[src/rtl/sa_pkg.sv]
// Package: shared field encoding and the byte-wise check-value step for the
// sector assembler. Assumes reflected (LSB-first) processing.
package sa_pkg;

    typedef enum logic [2:0] {
        FLD_IDLE = 3'd0,
        FLD_SYNC = 3'd1,
        FLD_HDR  = 3'd2,
        FLD_DATA = 3'd3,
        FLD_CRC  = 3'd4,
        FLD_ZERO = 3'd5,
        FLD_PAR  = 3'd6
    } field_e;

    localparam logic [31:0] CRC_POLY_REFL = 32'hD801_8001;

    // One byte of the reflected check-value update, bit 0 first.
    function automatic logic [31:0] crc_step(input logic [31:0] c_in,
                                             input logic [7:0]  b);
        logic [31:0] c;
        c = c_in ^ {24'd0, b};
        for (int k = 0; k < 8; k++) begin
            c = c[0] ? ((c >> 1) ^ CRC_POLY_REFL) : (c >> 1);
        end
        return c;
    endfunction

endpackage

[src/rtl/sa_seq.sv]
// Module: sa_seq
// Walks the sector fields in order and keeps the byte index inside the
// current field. The index moves on every cycle in locally generated fields
// and only on accepted input bytes in the header and payload fields.
// Assumes every field length is at least 1.
module sa_seq
    import sa_pkg::*;
#(
    parameter int SYNC_LEN = 12,
    parameter int HDR_LEN  = 4,
    parameter int DATA_LEN = 2048,
    parameter int CRC_LEN  = 4,
    parameter int ZERO_LEN = 8,
    parameter int PAR_LEN  = 276,
    localparam int MAX_LEN = (DATA_LEN > PAR_LEN) ? DATA_LEN : PAR_LEN,
    localparam int IDX_W   = $clog2(MAX_LEN + 1)
) (
    input  logic             clk,
    input  logic             rst_n,
    input  logic             in_valid,
    output field_e           field,
    output logic [IDX_W-1:0] idx,
    output logic             last,
    output logic             step,
    output logic             start,
    output logic             in_ready
);

    logic [IDX_W-1:0] cur_len;

    // Length of the field currently being emitted.
    always_comb begin
        case (field)
            FLD_SYNC: cur_len = IDX_W'(SYNC_LEN);
            FLD_HDR:  cur_len = IDX_W'(HDR_LEN);
            FLD_DATA: cur_len = IDX_W'(DATA_LEN);
            FLD_CRC:  cur_len = IDX_W'(CRC_LEN);
            FLD_ZERO: cur_len = IDX_W'(ZERO_LEN);
            FLD_PAR:  cur_len = IDX_W'(PAR_LEN);
            default:  cur_len = IDX_W'(1);
        endcase
    end

    // Decide whether a byte leaves this cycle and whether input is taken.
    always_comb begin
        in_ready = (field == FLD_HDR) || (field == FLD_DATA);
        case (field)
            FLD_IDLE:          step = 1'b0;
            FLD_HDR, FLD_DATA: step = in_valid;
            default:           step = 1'b1;
        endcase
        last  = (idx == cur_len - IDX_W'(1));
        start = (field == FLD_IDLE) && in_valid;
    end

    // Advance the field and the index within it.
    always_ff @(posedge clk) begin
        if (!rst_n) begin
            field <= FLD_IDLE;
            idx   <= '0;
        end else if (start) begin
            field <= FLD_SYNC;
            idx   <= '0;
        end else if (step) begin
            if (last) begin
                idx <= '0;
                case (field)
                    FLD_SYNC: field <= FLD_HDR;
                    FLD_HDR:  field <= FLD_DATA;
                    FLD_DATA: field <= FLD_CRC;
                    FLD_CRC:  field <= FLD_ZERO;
                    FLD_ZERO: field <= FLD_PAR;
                    default:  field <= FLD_IDLE;
                endcase
            end else begin
                idx <= idx + IDX_W'(1);
            end
        end
    end

    p_idx_in_range_r8: assert property (@(posedge clk) disable iff (!rst_n)
        (field != FLD_IDLE) |-> (idx < cur_len));

    p_hold_on_stall_r5: assert property (@(posedge clk) disable iff (!rst_n)
        (((field == FLD_HDR) || (field == FLD_DATA)) && !in_valid)
        |=> ($stable(idx) && $stable(field)));

    p_no_stall_trailer_r10: assert property (@(posedge clk) disable iff (!rst_n)
        ((field == FLD_CRC) || (field == FLD_ZERO)) |=> (field != FLD_IDLE));

endmodule

[src/rtl/sa_crc.sv]
// Module: sa_crc
// Running 32-bit check value over the preamble, header and payload bytes.
// It clears when a sector starts and folds in each byte emitted in the
// covered fields. Assumes start and upd are never high together.
module sa_crc
    import sa_pkg::*;
(
    input  logic        clk,
    input  logic        rst_n,
    input  logic        start,
    input  logic        upd,
    input  logic [7:0]  byte_in,
    output logic [31:0] crc
);

    // Clear on sector start and accumulate on covered bytes.
    always_ff @(posedge clk) begin
        if (!rst_n) begin
            crc <= '0;
        end else if (start) begin
            crc <= '0;
        end else if (upd) begin
            crc <= crc_step(crc, byte_in);
        end
    end

    p_clear_on_start_r6: assert property (@(posedge clk) disable iff (!rst_n)
        start |=> (crc == 32'd0));

    p_hold_when_quiet_r6: assert property (@(posedge clk) disable iff (!rst_n)
        (!start && !upd) |=> $stable(crc));

endmodule

[src/rtl/sa_mux.sv]
// Module: sa_mux
// Selects the byte that belongs at the current field and index. It produces
// the preamble pattern, passes input through, slices out the check value LSB
// first, and returns zero for the padding and parity regions.
module sa_mux
    import sa_pkg::*;
#(
    parameter int SYNC_LEN = 12,
    parameter int IDX_W    = 12
) (
    input  field_e           field,
    input  logic [IDX_W-1:0] idx,
    input  logic [7:0]       in_data,
    input  logic [31:0]      crc,
    output logic [7:0]       byte_out
);

    logic sync_edge;
    logic [1:0] crc_sel;

    // Pick the outgoing byte for this field position.
    always_comb begin
        sync_edge = (idx == '0) || (idx == IDX_W'(SYNC_LEN - 1));
        crc_sel   = idx[1:0];
        case (field)
            FLD_SYNC:          byte_out = sync_edge ? 8'h00 : 8'hFF;
            FLD_HDR, FLD_DATA: byte_out = in_data;
            FLD_CRC:           byte_out = crc[8*crc_sel +: 8];
            default:           byte_out = 8'h00;
        endcase
    end

endmodule

[src/rtl/sector_asm.sv]
// Module: sector_asm (top)
// Assembles one raw optical sector per run:
//   preamble | header | payload | check value | zero pad | parity placeholder.
// The output is registered, so each byte leaves one cycle after the cycle in
// which it is selected. There is no downstream backpressure; the output
// stalls only when the upstream is empty during header or payload.
module sector_asm
    import sa_pkg::*;
#(
    parameter int SYNC_LEN = 12,
    parameter int HDR_LEN  = 4,
    parameter int DATA_LEN = 2048,
    parameter int CRC_LEN  = 4,
    parameter int ZERO_LEN = 8,
    parameter int PAR_LEN  = 276,
    localparam int SECTOR_LEN = SYNC_LEN + HDR_LEN + DATA_LEN + CRC_LEN
                                + ZERO_LEN + PAR_LEN,
    localparam int MAX_LEN = (DATA_LEN > PAR_LEN) ? DATA_LEN : PAR_LEN,
    localparam int IDX_W   = $clog2(MAX_LEN + 1),
    localparam int CNT_W   = $clog2(SECTOR_LEN + 1)
) (
    input  logic       clk,
    input  logic       rst_n,
    input  logic       in_valid,
    input  logic [7:0] in_data,
    output logic       in_ready,
    output logic       out_valid,
    output logic [7:0] out_data,
    output logic       out_sos,
    output logic       out_eos
);

    field_e           field;
    logic [IDX_W-1:0] idx;
    logic             last;
    logic             step;
    logic             start;
    logic [31:0]      crc;
    logic [7:0]       sel_byte;
    logic             crc_upd;

    sa_seq #(
        .SYNC_LEN(SYNC_LEN), .HDR_LEN(HDR_LEN), .DATA_LEN(DATA_LEN),
        .CRC_LEN(CRC_LEN), .ZERO_LEN(ZERO_LEN), .PAR_LEN(PAR_LEN)
    ) u_seq (
        .clk(clk), .rst_n(rst_n), .in_valid(in_valid),
        .field(field), .idx(idx), .last(last), .step(step),
        .start(start), .in_ready(in_ready)
    );

    // The check value covers only the preamble, header and payload fields.
    always_comb begin
        crc_upd = step && ((field == FLD_SYNC) || (field == FLD_HDR)
                           || (field == FLD_DATA));
    end

    sa_crc u_crc (
        .clk(clk), .rst_n(rst_n), .start(start), .upd(crc_upd),
        .byte_in(sel_byte), .crc(crc)
    );

    sa_mux #(.SYNC_LEN(SYNC_LEN), .IDX_W(IDX_W)) u_mux (
        .field(field), .idx(idx), .in_data(in_data), .crc(crc),
        .byte_out(sel_byte)
    );

    // Register the outgoing byte and the sector boundary strobes.
    always_ff @(posedge clk) begin
        if (!rst_n) begin
            out_valid <= 1'b0;
            out_data  <= 8'h00;
            out_sos   <= 1'b0;
            out_eos   <= 1'b0;
        end else begin
            out_valid <= step;
            out_data  <= step ? sel_byte : 8'h00;
            out_sos   <= step && (field == FLD_SYNC) && (idx == '0);
            out_eos   <= step && (field == FLD_PAR) && last;
        end
    end

    // Checking aid: bytes emitted since the last start-of-sector strobe.
    logic [CNT_W-1:0] chk_cnt;
    always_ff @(posedge clk) begin
        if (!rst_n)                chk_cnt <= '0;
        else if (out_sos)          chk_cnt <= CNT_W'(1);
        else if (out_valid)        chk_cnt <= chk_cnt + CNT_W'(1);
    end

    p_sos_valid_r8: assert property (@(posedge clk) disable iff (!rst_n)
        out_sos |-> (out_valid && !out_eos));

    p_eos_count_r8: assert property (@(posedge clk) disable iff (!rst_n)
        out_eos |-> (out_valid && (chk_cnt == CNT_W'(SECTOR_LEN - 1))));

    p_gap_after_eos_r9: assert property (@(posedge clk) disable iff (!rst_n)
        out_eos |=> !out_valid);

    p_stall_no_output_r5: assert property (@(posedge clk) disable iff (!rst_n)
        (in_ready && !in_valid) |=> !out_valid);

    p_sync_first_byte_r3: assert property (@(posedge clk) disable iff (!rst_n)
        out_sos |-> (out_data == 8'h00));

    p_reset_quiet_r1: assert property (@(posedge clk)
        !rst_n |=> (!out_valid && !out_sos && !out_eos));

endmodule

[config.mk]
export PLATFORM = sky130hd
export DESIGN_NAME = sector_asm
export DESIGN_NICKNAME = d
export VERILOG_FILES = /design/src/rtl/sa_pkg.sv /design/src/rtl/sa_seq.sv /design/src/rtl/sa_crc.sv /design/src/rtl/sa_mux.sv /design/src/rtl/sector_asm.sv
export SDC_FILE = /design/constraint.sdc
export NUM_CORES = 1
export LEC_CHECK = 0
export CAP_MARGIN = 30
export CORE_MARGIN = 1
export CORE_UTILIZATION = 45
export DETAILED_ROUTE_END_ITERATION = 16
export GPL_TIMING_DRIVEN = 0
export SETUP_SLACK_MARGIN = 0.3
export SLEW_MARGIN = 20
export SYNTH_ARGS = -nofsm -noshare
export SYNTH_HDL_FRONTEND = slang
export SYNTH_SLANG_ARGS = --single-unit
[constraint.sdc]
create_clock -name clk -period 4.9 [get_ports clk]
set_input_delay 0.98 -clock clk [delete_from_list [all_inputs] [get_ports clk]]
set_output_delay 0.98 -clock clk [all_outputs]
set_load 0.05 [all_outputs]
* Yosys cells after proc, flatten, opt, wreduce, memory -nomap -nowiden
Cells that the tools add are included.
** Word-level totals
- Bits in registers :: 58
- Output and inout bits :: 12
** Operators by class
- Add/subtract/negate cells :: 2
- Eq/ne operators :: 8
- Shift operators :: 1
- Muxes and demuxes :: 17
- Bitwise gates (word level) :: 10
- Reduce and logical (&&, ||, !) cells :: 20
** Operators with widths (number)
- $mux 32 :: 8
- $pmux 12 s5 :: 1
- $not 6->7 :: 8
- $shiftx 32x6->8 :: 1
- $xor 32x8->32 :: 1
- $pmux 8 s3 :: 1
- $pmux 3 s5 :: 1
- $add 12x1->12 const B :: 1
- $eq 12x12->1 :: 1
- $eq 12x4->1 const B :: 1
- $logic_not 12->1 :: 1
- $mux 12 :: 1
- $sub 12x1->12 const B :: 1
- $eq 3x3->1 const B :: 3
- $mux 8 :: 1
- $eq 3x2->1 const B :: 2
- $logic_and 1x1->1 :: 6
- $reduce_and 2->1 :: 3
- $reduce_or 2->1 :: 3
- $logic_or 1x1->1 :: 4
- $reduce_bool 2->1 :: 2
- $eq 3x1->1 const B :: 1
- $logic_not 3->1 :: 1
- $mux 1 :: 3
- 2 further kinds :: 2

* Logic depth before layout (Yosys ltp)
- Depth in word-level cells :: 21
- Depth in mapped cells :: 13
- Gate-level depth less buffers :: 11

* Hierarchy
From an unflattened synthesis, not the netlist that was laid out.
** Unflattened totals
- Cells, all modules :: 314
- Area, all modules :: 3130.5 um^2
** Modules (own cells, without submodules)
- sa_crc :: times used 1, cells each 140, area each 1470.2 um^2, seq. area each 640.6 um^2
- sa_seq :: times used 1, cells each 116, area each 927.1 um^2, seq. area each 300.3 um^2
- sa_mux :: times used 1, cells each 29, area each 366.6 um^2, seq. area each 0.0 um^2
- sector_asm :: times used 1, cells each 29, area each 366.6 um^2, seq. area each 220.2 um^2

* Worst setup path before layout
Ideal clock, no wire load.
- Path type :: register to register
- From :: reg u_seq.idx[0]
- To :: reg u_crc.crc[0]
- Arrival :: 3.481 ns
- Required time :: 4.814 ns
- Path slack :: 1.333 ns
- Stages on the path, launching flop included :: 14
- Buffers on the path :: 2
- Cells stage by stage :: dfxtp_1 -> buf_2 -> buf_1 -> inv_1 -> ha_1 -> mux2i_1 -> nor4_4 -> o211ai_1 -> xor2_2 -> xnor3_1 -> xor3_1 -> xor3_2 -> xor2_1 -> a211oi_1
** On the way
- Word-level cells in the longest chain between the ends :: 14
** RTL lines
- start: declaration :: line sa_seq.sv:22 : output logic [IDX_W-1:0] idx,
- start signal: assignment :: line sa_seq.sv:76 : idx <= idx + IDX_W'(1);
- parallel branches: the longest is 3 deep, another holds $shiftx 32x6->8
- $pmux 8 s3 * :: line sa_mux.sv:25 : case (field)
- $xor 32x8->32 * :: line sa_pkg.sv:21 : c = c_in ^ {24'd0, b};
- $mux 32 * (6 in a row) :: line sa_pkg.sv:23 : c = c[0] ? ((c >> 1) ^ CRC_POLY_REFL) : (c >> 1);
- $not 6->7 (no source line) or $mux 32 (tied branches)
- $mux 32 * (2 in a row) :: line sa_pkg.sv:23
- end signal: assignment :: line sa_crc.sv:23 : crc <= crc_step(crc, byte_in);
- end: declaration :: line sa_crc.sv:13 : output logic [31:0] crc
Mark *: on every way between the ends.
A chain may end at the register's enable or synchronous reset.

* Worst setup path after layout
Same ends and word-level chain as after synthesis.

==> results.yml <==
route:
  drt_iter0_drc: 219
  vias_per_cell: 5.44
  wl_um: 8200
  first_pass_iters: 5
  drc_errors: 0
  ant_nets: 0
  wire_per_inst_um: 15.9
  num_vias: 2800
sta:
  fmax_ghz: 0.235
  finalCriticalPeriod_ns: 4.26
  setup_viol: 0
  fin_crit_sh: 0.869
  setup-tns-final_ns: 0
  hold_viol_final: 0
  relSlewSlack: 0.407
  worst_pin_slew_ns: 0.884
  rsz0062_at_grt: "false"
  final-max-slew-violation-count: 0
  clock_skew_ns: 0.00879
power_and_ir_drop:
  peakVddDrop_mv: 0.461
  power_density_nw_per_um2: 626
  power_mw: 2.34
  cellLeakagePower_nw: 1.33
synthesis:
  synth_top_area_cell: "dfxtp_1"
  synthAdderAreaFrac: 0.0119
  syn_area_um2: 3170
  async_flop_share: 0
  ys_warn_count: 0
  synth_area_per_cell_um2: 8.31
  netlist_top_cells_count: "nand2_1 (70), dfxtp_1 (58), nor2_1 (39)"
  synth.most_common_cell: "nand2_1"
  syn_nets: 395
  synth.area.top_cells: "dfxtp_1 (37%), nand2_1 (8.3%), xnor2_1 (6.1%)"
  syn_inst: 381
  synth_sequential_area_ratio: 0.367
  synth-compound-area-share: 0.161
  synth_top_family_by_area: "simple AND/OR/NAND/NOR gates"
  ys_ff_latch: 58
  netlist-cell-type-count: 52
  muxShareOfSynthArea: 0.0553
  synth_edf_count: 0
  synthXorXnorAreaFrac: 0.130
  ys.flop_type: "dfxtp_1"
  yosys.area_share.simple: 0.238
  netlist.area_leader.share: 0.367
worst_setup_path:
  r2r-start: "u_seq.idx[0]"
  cp-start-kind: "flip-flop"
  end_kind: "flip-flop"
  startpoint: "u_seq.idx[0]"
  rrSetupSlack_ns: 0.64
  cp_max_fo: 10
  reg2regPathDepth: 13
  crit_end: "u_crc.crc[0]"
  r2r-end: "u_crc.crc[0]"
  cp_data_required_time_ns: 5.15
  crit_type: "reg2reg"
  arrival_ns: 4.51
global_route:
  grt_overflow: 0
  first_global_vias: 2510
  grt_pass1_wl_um: 13200
  grt_max_degree: 11
  antenna_found_initial: 0
  grt_use_total: 0.237
clock_network:
  clkTransAtPathRegs_ns: 0.07
  cts_max_level: 3
  clock_path_buffers: 2
  cts_setup_buffers: 0
  clk-insertion-delay-late_ns: 0.34
  cts_tree: "done"
  cts_resized: 0
  holdBufCountCts: 0
  clkSinkCount: 58
  root_buffer: "clkbuf_8"
  cts_made_buffers: 9
place:
  place_congestion: 0.860
  io_buffers: 22
  dp_hpwl_um: 5570
  dpl-instance-area_um2: 3510
flow_run:
  cap_violations: 0
cells_and_area:
  synthToLayoutAreaGrowth_pct: 17.9
  final_util: 0.550
  antennaDiodeCount: 0
  final.fill_count: 672
  final_nets: 428
  final_area_um2: 3730
  final_layout_size_suffix_gt1_frac: 0.107
floorplanning:
  fp.dieH_um: 85.9
  num_rows: 30
  core_um2: 6790
  num_io_pins: 23
  die_x_um: 85.9
  start_util: 0.466
  die_area_um2: 7380
outcome:
  outcome: "finished, final reports clean"
worst_hold_path:
  hold_path.startpoint: "u_crc.crc[4]"
  hp-class: "reg2reg"
-- how the worst min path moves through the flow --
stage | end | cells after the start | slack (ns)
floorplan | u_crc.crc[4] | 2 | 0.44
global placement | u_crc.crc[4] | 2 | 0.44
detailed placement | u_crc.crc[4] | 2 | 0.45
CTS | u_crc.crc[4] | 2 | 0.46
global route | u_crc.crc[6] | 2 | 0.49
finish | u_crc.crc[4] | 2 | 0.46
-- stage by stage --
step | hold slack [ns] | instances | setup slack [ns]
floorplan | 0.436 | 381 | 1.33
finish | 0.457 | 515 | 0.642
global placement | 0.443 | 499 | 0.634
CTS | 0.457 | 515 | 0.591
detailed placement | 0.447 | 499 | 0.604
global route | 0.487 | 515 | 0.325
-- registers in the layout, indices dropped and copies added (netlist names) --
register     count
out_sos          1
u_seq.field      3
out_valid        1
u_crc.crc       32
out_data         8
out_eos          1
u_seq.idx       12
-- power by group --
group | internal (mW) | switching [mW] | leakage (nW)
Clock | 0.299 | 0.204 | 0.109
Sequential | 0.547 | 0.0622 | 0.470
Combinational | 0.497 | 0.731 | 0.755
Total | 1.34 | 0.997 | 1.33
-- critical path: stages (launching register included) --
cell and delay [ns]:
dfxtp_1 0.33, buf_2 0.26, buf_1 0.45, inv_1 0.27, ha_1 0.29, mux2i_1 0.23, nor4_4 0.13, o21a_2 0.24
and3_1 0.21, nor4_4 0.50, xor3_1 0.45, xor3_2 0.46, xor2_1 0.16, a211oi_1 0.21
-- metal layers --
| metal | up-vias | share of wire | wire length (um) | GRT usage |
|---|---|---|---|---|
| met5 | - | 0 | 0 | 0 |
| met4 | 0 | 0.014 | 113 | 0.0773 |
| met3 | 13 | 0.057 | 470 | 0.0327 |
| met2 | 91 | 0.43 | 3490 | 0.347 |
| met1 | 1320 | 0.50 | 4130 | 0.355 |
| li1 | 1376 | - | - | - |
-- cells by family after synthesis --
logic type | Yosys count
AOI/OAI and AO/OA | 76
xor gates and xnor gates | 41
adders and majority gates | 3
buffers and inverters | 30
DFF | 58
muxes | 16
and+or+nand+nor | 157
-- placed cells by master (no fill, tap or decap), types with 2 or more instances in the layout --
cell / Yosys / routed
a22oi_1: 7 / 7
bufinv_16: 0 / 2
a211oi_1: 11 / 11
nor2b_1: 8 / 8
buf_2: 5 / 5
a221oi_1: 2 / 2
nand3_1: 8 / 8
clkinv_2: 0 / 2
o21a_2: 2 / 2
xor2_1: 15 / 14
and3_1: 3 / 3
or2_2: 2 / 2
and2_1: 2 / 2
mux2i_1: 4 / 4
clkdlybuf4s50_1: 0 / 22
nor4_1: 2 / 2
nand2_1: 70 / 70
inv_1: 8 / 8
nor2_1: 39 / 39
o21ai_1: 2 / 2
nor3_1: 9 / 9
xor2_2: 1 / 2
xnor2_1: 22 / 22
o211ai_1: 3 / 3
mux2_2: 12 / 12
nand4_1: 3 / 3
buf_1: 3 / 3
a21oi_1: 32 / 32
nor4_4: 2 / 2
o21ai_0: 5 / 5
ha_1: 3 / 3
a21o_1: 3 / 3
clkbuf_8: 0 / 10
dfxtp_1: 58 / 58
clkbuf_1: 14 / 15
-- final cells by class --
type                       count  area (um2)  area share
sequential                    58        1160       0.311
clock inverter                 5        77.6      0.0208
multi-input combinational    293        1890       0.507
tap                           96         120      0.0322
clock buffer                  11         141      0.0379
timing repair buffer          22         220      0.0590
buffer                        22        88.8      0.0238
inverter                       8        30.0     0.00804
No activity file was read; power rests on OpenSTA's default activity.
